==> src/rtl/cbr_pkg.sv <==
package cbr_pkg;
   typedef enum logic [2:0] {
      CC_LT  = 3'd0,
      CC_GT  = 3'd1,
      CC_GE  = 3'd2,
      CC_LE  = 3'd3,
      CC_EQ  = 3'd4,
      CC_NE  = 3'd5,
      CC_ALW = 3'd6,
      CC_NEV = 3'd7
   } cbr_cond_e;
endpackage

==> src/rtl/cbr_cond_eval.sv <==
module cbr_cond_eval
   import cbr_pkg::*;
#(
   parameter int DW = 32
) (
   input  logic [DW-1:0] a_i,
   input  logic [DW-1:0] b_i,
   input  logic          zero_cmp_i,
   input  logic [2:0]    cond_i,
   output logic          hit_o
);
   logic [DW-1:0] rhs;
   logic          lt_s;
   logic          eq;
   cbr_cond_e     cc;

   assign rhs  = zero_cmp_i ? '0 : b_i;
   assign lt_s = $signed(a_i) < $signed(rhs);
   assign eq   = (a_i == rhs);
   assign cc   = cbr_cond_e'(cond_i);

   always_comb begin
      unique case (cc)
         CC_LT:   hit_o = lt_s;
         CC_GT:   hit_o = !lt_s && !eq;
         CC_GE:   hit_o = !lt_s;
         CC_LE:   hit_o = lt_s || eq;
         CC_EQ:   hit_o = eq;
         CC_NE:   hit_o = !eq;
         CC_ALW:  hit_o = 1'b1;
         default: hit_o = 1'b0;
      endcase
   end
endmodule

==> src/rtl/cbr_target_gen.sv <==
module cbr_target_gen #(
   parameter int AW = 32,
   parameter int OW = 16
) (
   input  logic [AW-1:0] base_i,
   input  logic [OW-1:0] off_i,
   output logic [AW-1:0] tgt_o
);
   localparam logic [AW-1:0] ALIGN_MASK = ~AW'(3);
   logic [AW-1:0] off_ext;
   logic [AW-1:0] sum;

   generate
      if (OW == AW) begin : g_full_off
         assign off_ext = off_i;
      end else begin : g_sext_off
         assign off_ext = {{(AW-OW){off_i[OW-1]}}, off_i};
      end
   endgenerate

   assign sum   = base_i + off_ext;
   assign tgt_o = sum & ALIGN_MASK;
endmodule

==> src/rtl/cbr_unit.sv <==
module cbr_unit #(
   parameter int          AW       = 32,
   parameter int          DW       = 32,
   parameter int          OW       = 16,
   parameter logic [AW-1:0] RESET_PC = '0
) (
   input  logic          clk,
   input  logic          rst_n,
   input  logic          br_valid_i,
   input  logic          jr_valid_i,
   input  logic [2:0]    cond_i,
   input  logic          zero_cmp_i,
   input  logic [AW-1:0] pc_i,
   input  logic [DW-1:0] src_a_i,
   input  logic [DW-1:0] src_b_i,
   input  logic [AW-1:0] base_i,
   input  logic [OW-1:0] offset_i,
   output logic          taken_o,
   output logic [AW-1:0] npc_o
);
   localparam logic [AW-1:0] STEP       = AW'(4);
   localparam logic [AW-1:0] ALIGN_MASK = ~AW'(3);

   generate
      if (AW < 3) begin : g_bad_aw
         $error("cbr_unit: AW must be at least 3");
      end
      if (DW < 2) begin : g_bad_dw
         $error("cbr_unit: DW must be at least 2");
      end
      if (OW < 2 || OW > AW) begin : g_bad_ow
         $error("cbr_unit: OW must lie in 2..AW");
      end
      if (RESET_PC[1:0] != 2'b00) begin : g_bad_rst
         $error("cbr_unit: RESET_PC must be word aligned");
      end
   endgenerate

   logic          cmp_hit;
   logic [AW-1:0] rel_tgt;
   logic [AW-1:0] ind_tgt;
   logic [AW-1:0] seq_pc;
   logic          take_d;
   logic [AW-1:0] nxt_d;
   logic          taken_q;
   logic [AW-1:0] npc_q;

   cbr_cond_eval #(.DW(DW)) u_cmp (
      .a_i        (src_a_i),
      .b_i        (src_b_i),
      .zero_cmp_i (zero_cmp_i),
      .cond_i     (cond_i),
      .hit_o      (cmp_hit)
   );

   cbr_target_gen #(.AW(AW), .OW(OW)) u_rel_tgt (
      .base_i (pc_i),
      .off_i  (offset_i),
      .tgt_o  (rel_tgt)
   );

   cbr_target_gen #(.AW(AW), .OW(OW)) u_ind_tgt (
      .base_i (base_i),
      .off_i  (offset_i),
      .tgt_o  (ind_tgt)
   );

   assign seq_pc = (pc_i + STEP) & ALIGN_MASK;

   always_comb begin
      if (jr_valid_i) begin
         take_d = 1'b1;
         nxt_d  = ind_tgt;
      end else if (br_valid_i && cmp_hit) begin
         take_d = 1'b1;
         nxt_d  = rel_tgt;
      end else begin
         take_d = 1'b0;
         nxt_d  = seq_pc;
      end
   end

   always_ff @(posedge clk) begin
      if (!rst_n) begin
         taken_q <= 1'b0;
         npc_q   <= RESET_PC;
      end else begin
         taken_q <= take_d;
         npc_q   <= nxt_d;
      end
   end

   assign taken_o = taken_q;
   assign npc_o   = npc_q;
endmodule

==> config.mk <==
export PLATFORM = sky130hd
export DESIGN_NAME = cbr_unit
export DESIGN_NICKNAME = d
export VERILOG_FILES = /design/src/rtl/cbr_pkg.sv /design/src/rtl/cbr_cond_eval.sv /design/src/rtl/cbr_target_gen.sv /design/src/rtl/cbr_unit.sv
export SDC_FILE = /design/constraint.sdc
export NUM_CORES = 1
export LEC_CHECK = 0
export ABC_CLOCK_PERIOD_IN_PS = 4600
export CORE_ASPECT_RATIO = 0.7
export CORE_MARGIN = 8
export CORE_UTILIZATION = 35
export CTS_BUF_LIST = sky130_fd_sc_hd__clkbuf_4 sky130_fd_sc_hd__clkbuf_8 sky130_fd_sc_hd__clkbuf_16
export DETAILED_ROUTE_END_ITERATION = 6
export DONT_BUFFER_PORTS = 1
export PLACE_DENSITY_LB_ADDON = 0.08
export SETUP_SLACK_MARGIN = 0.05
export SLEW_MARGIN = 0
export SYNTH_ARGS = -nofsm -noshare
export SYNTH_HDL_FRONTEND = slang
export SYNTH_SLANG_ARGS = --single-unit
==> constraint.sdc <==
create_clock -name clk -period 4.6 [get_ports clk]
set_input_delay 0.46 -clock clk [delete_from_list [all_inputs] [get_ports clk]]
set_output_delay 0.46 -clock clk [all_outputs]
set_load 0.05 [all_outputs]
==> metrics.md <==
| Metric | Value |
|---|---|
| Root Buffer | clkbuf_16 |
| Tightest Pin Transition | 1120 ps |
| Hold Path Class | in2reg |
| Synth-to-layout area growth | 6.51% |
| Pwr/cell area | 255 mW/mm^2 |
| DR vias/cell | 5.78 |
| Achievable Freq | between 200 and 300 MHz |
| # DRC | 0 |
| Post-Syn Area | 0.00527 sq mm |
| Critical path class | in2reg |
| CP cell instances | nand2b_1 > ha_1 > nand4_1 > a2111o_1 > a31o_1 > a31o_1 > a221o_1 > a211o_2 > mux2i_1 > o31ai_1 |
| Fin Hold WS | ~270 ps |
| Compound-Gate Fraction of Synth Area | 24.0% |
| Cell count after synthesis | 666 |
| Setup TNS | 0 ps |
| Final min period | 3500 ps |
| First-pass DRT Iterations | 5 |
| Setup bufs post-CTS | 0 |
| GRT Total Usage | 17.2% |
| Post-route cell area | 0.00561 sq mm |
| Synth Area in Simple Gates | a little over a fifth |
| Total routed wirelength | 17.5 mm |
| # rows | 37 |
| Startpoint Class | input port |
| Share of the synthesized area in the top cell type | 22.1% |
| Most used cell, CP | a31o_1 |
| CTS resizes | 0 |
| Crit path capture type | flip-flop |
| Post-layout util | 38.1% |
| Fin. max-slew vios | 0 |
| Share of cells above drive strength 1 | under 10% |
| Vias in the first global route | between 4000 and 5000 |
| Slowest-stage cell, CP | a211o_2 |
| Largest net degree at the start of global routing | 37 |
| Routability-driven placement congestion ratio | about 0.86 |
| Ys async rst share | 0% |
| Synth Area per Inst | 7.91 sq um |
| Clock buffer depth | 2 |
| Worst setup path start | zero_cmp_i |
| Status | finished, final reports clean |
| Synth Area in XOR/XNOR | 13.1% |
| CTS tree | built |
| Multiplexer share of the synthesized area | 4.94% |
| Worst EP required | 4720 ps |
| Sink Count | 31 |
| Synth area leaders | ha_1 22%, dfxtp_1 12%, xnor2_1 7.1% |
| Number of synthesized flops with an enable pin | 0 |
| RSZ-0062 raised after global routing | false |
| Overflow after GRT | 0 |
| Post-DRT Antenna Nets | 0 |
| Initial Utilization | 35.8% |
| LEAKAGE | 0.00247 uW |
| Commonest non-fill, non-tap cell in the layout | ha_1 |
| DIE WIDTH | 163 um |
| N_diodes | 0 |
| First-pass GRT wire length | 26.7 mm |
| Clock transition at the registers of the reported paths | 60 ps |
| Period utilisation layout | 76.1% |
| Die height | 119 um |
| Io pins | approximately 190 |
| Area of the core | 0.0147 sq mm |
| Critical path arrival | 3630 ps |
| Largest area contributor in the netlist | ha_1 |
| Top FF cell, synth | dfxtp_1 |
| Initial antenna violation count | 0 |
| Post-synthesis sequential area ratio | 11.8% |
| Commonest cells after routing, fill and taps aside | 93 x ha_1, 55 x a21oi_1, 47 x nand2_1, 43 x xnor2_1, 36 x xor2_1 |
| Worst-path maximum fanout | 36 |
| #FFs+latches synth | 31 |
| Clock buffer count from CTS | 5 |
| Post-DP HPWL | 14.9 mm |
| Total die area | 0.0193 sq mm |
| Max Cap Viol | 0 |
| Hold-fix buffers, CTS | 0 |
| VDD IR-drop max | 0.000133 V |
| Synthesis Warnings | 0 |
| H-tree depth | 2 |
| Initial DRC count | 461 |
| PortBufs | 0 |
| DP Area | 0.00544 sq mm |
| Largest family of logic cells by synthesized area | compound AO/OA/AOI/OAI gates |
| Crit-path max cell delay | 660 ps |
| NumNets Final | 905 |
| Final Hold Fails | 0 |
| Worst Setup EP | npc_o[28] |
| Total number of vias | 4951 |
| Fillers | 1584 |
| Cell variety after synth | 60 |
| Final Setup Violations | 0 |
| Slew HR | 25.4% |
| WL per Instance | approximately 20 um |
| Adder-cell share of the synthesized area | 22.1% |
-- report_power, final --
group | switching (uW) | internal (uW)
Combinational | 327 | 260
Clock | 126 | 269
Sequential | 144 | 304
-- cell families (layout without fill, tap and decap cells) --
kind of cell / count (synthesis) / in the layout
and+or+nand+nor: 216 / 216
AOI/OAI and AO/OA: 190 / 190
adders and majority gates: 93 / 93
xor gates and xnor gates: 79 / 79
DFF: 31 / 31
buffers and inverters: 30 / 24
muxes: 26 / 26
other: 1 / 2
-- cells in the mapped netlist (3+ instances only) --
library cell,n
nand3_1,27
and2_1,3
a21oi_1,55
nor2_1,34
and3_1,12
ha_1,93
buf_4,3
nand3b_1,3
nand2_1,47
o22ai_1,21
nor2b_1,10
a21o_1,24
clkbuf_1,8
or2_2,3
nor4_1,4
xnor2_1,43
o31ai_1,4
nand4_1,19
a221oi_1,4
dfxtp_1,31
a31oi_1,10
a2111o_1,3
a211o_1,5
inv_1,16
mux2i_1,26
o21a_1,12
xor2_1,36
nor3_1,12
nand2b_1,32
o21ai_0,22
-- worst max-delay path, delay by kind of cell --
kind,cells,cell delay [ps]
AND/OR/NAND/NOR,2,320
adder cells (fa/ha/maj),1,310
AO/OA/AOI/OAI,6,2030
multiplexers,1,480
-- through the flow --
stage	total power, uW	worst slack, ps	cells
after global routing	1520	926	856
final	1430	1100	856
after detailed placement	1040	834	848
after global placement	1030	893	848
after CTS	1440	1120	856
after floorplan	914	1340	667
-- flip-flops by register name, summed over array words and instances (netlist names) --
register / count
npc_o: 30
taken_o: 1
-- per-layer routing --
layer / share of wire (%) / track usage, % / wire length [um]
met1: 48 / 23.9 / 8300
met3: 11 / 6.10 / 1880
met5: 0 / 0 / 0
met2: 41 / 25.5 / 7130
met4: 0.80 / 2.11 / 140
-- cell type report --
class,instances,area (sq um),share of cell area [%]
Clock inverter,2,35.0,0.624
Sequential cell,31,621,11.1
Tap cell,195,244,4.35
Multi-Input combinational cell,606,4510,80.4
Clock buffer,6,139,2.47
Inverter,16,60.1,1.07
-- worst min path at each step --
stage	start	end	slack, ps	cells past startpoint
2_1_floorplan	jr_valid_i	npc_o[30]	550	1
4_1_cts	jr_valid_i	npc_o[30]	270	1
3_3_place_gp	jr_valid_i	npc_o[30]	560	1
3_5_place_dp	jr_valid_i	npc_o[30]	560	1
5_1_grt	jr_valid_i	npc_o[30]	270	1
6_report	jr_valid_i	npc_o[30]	270	1
Power figures use the tool's default switching activity.
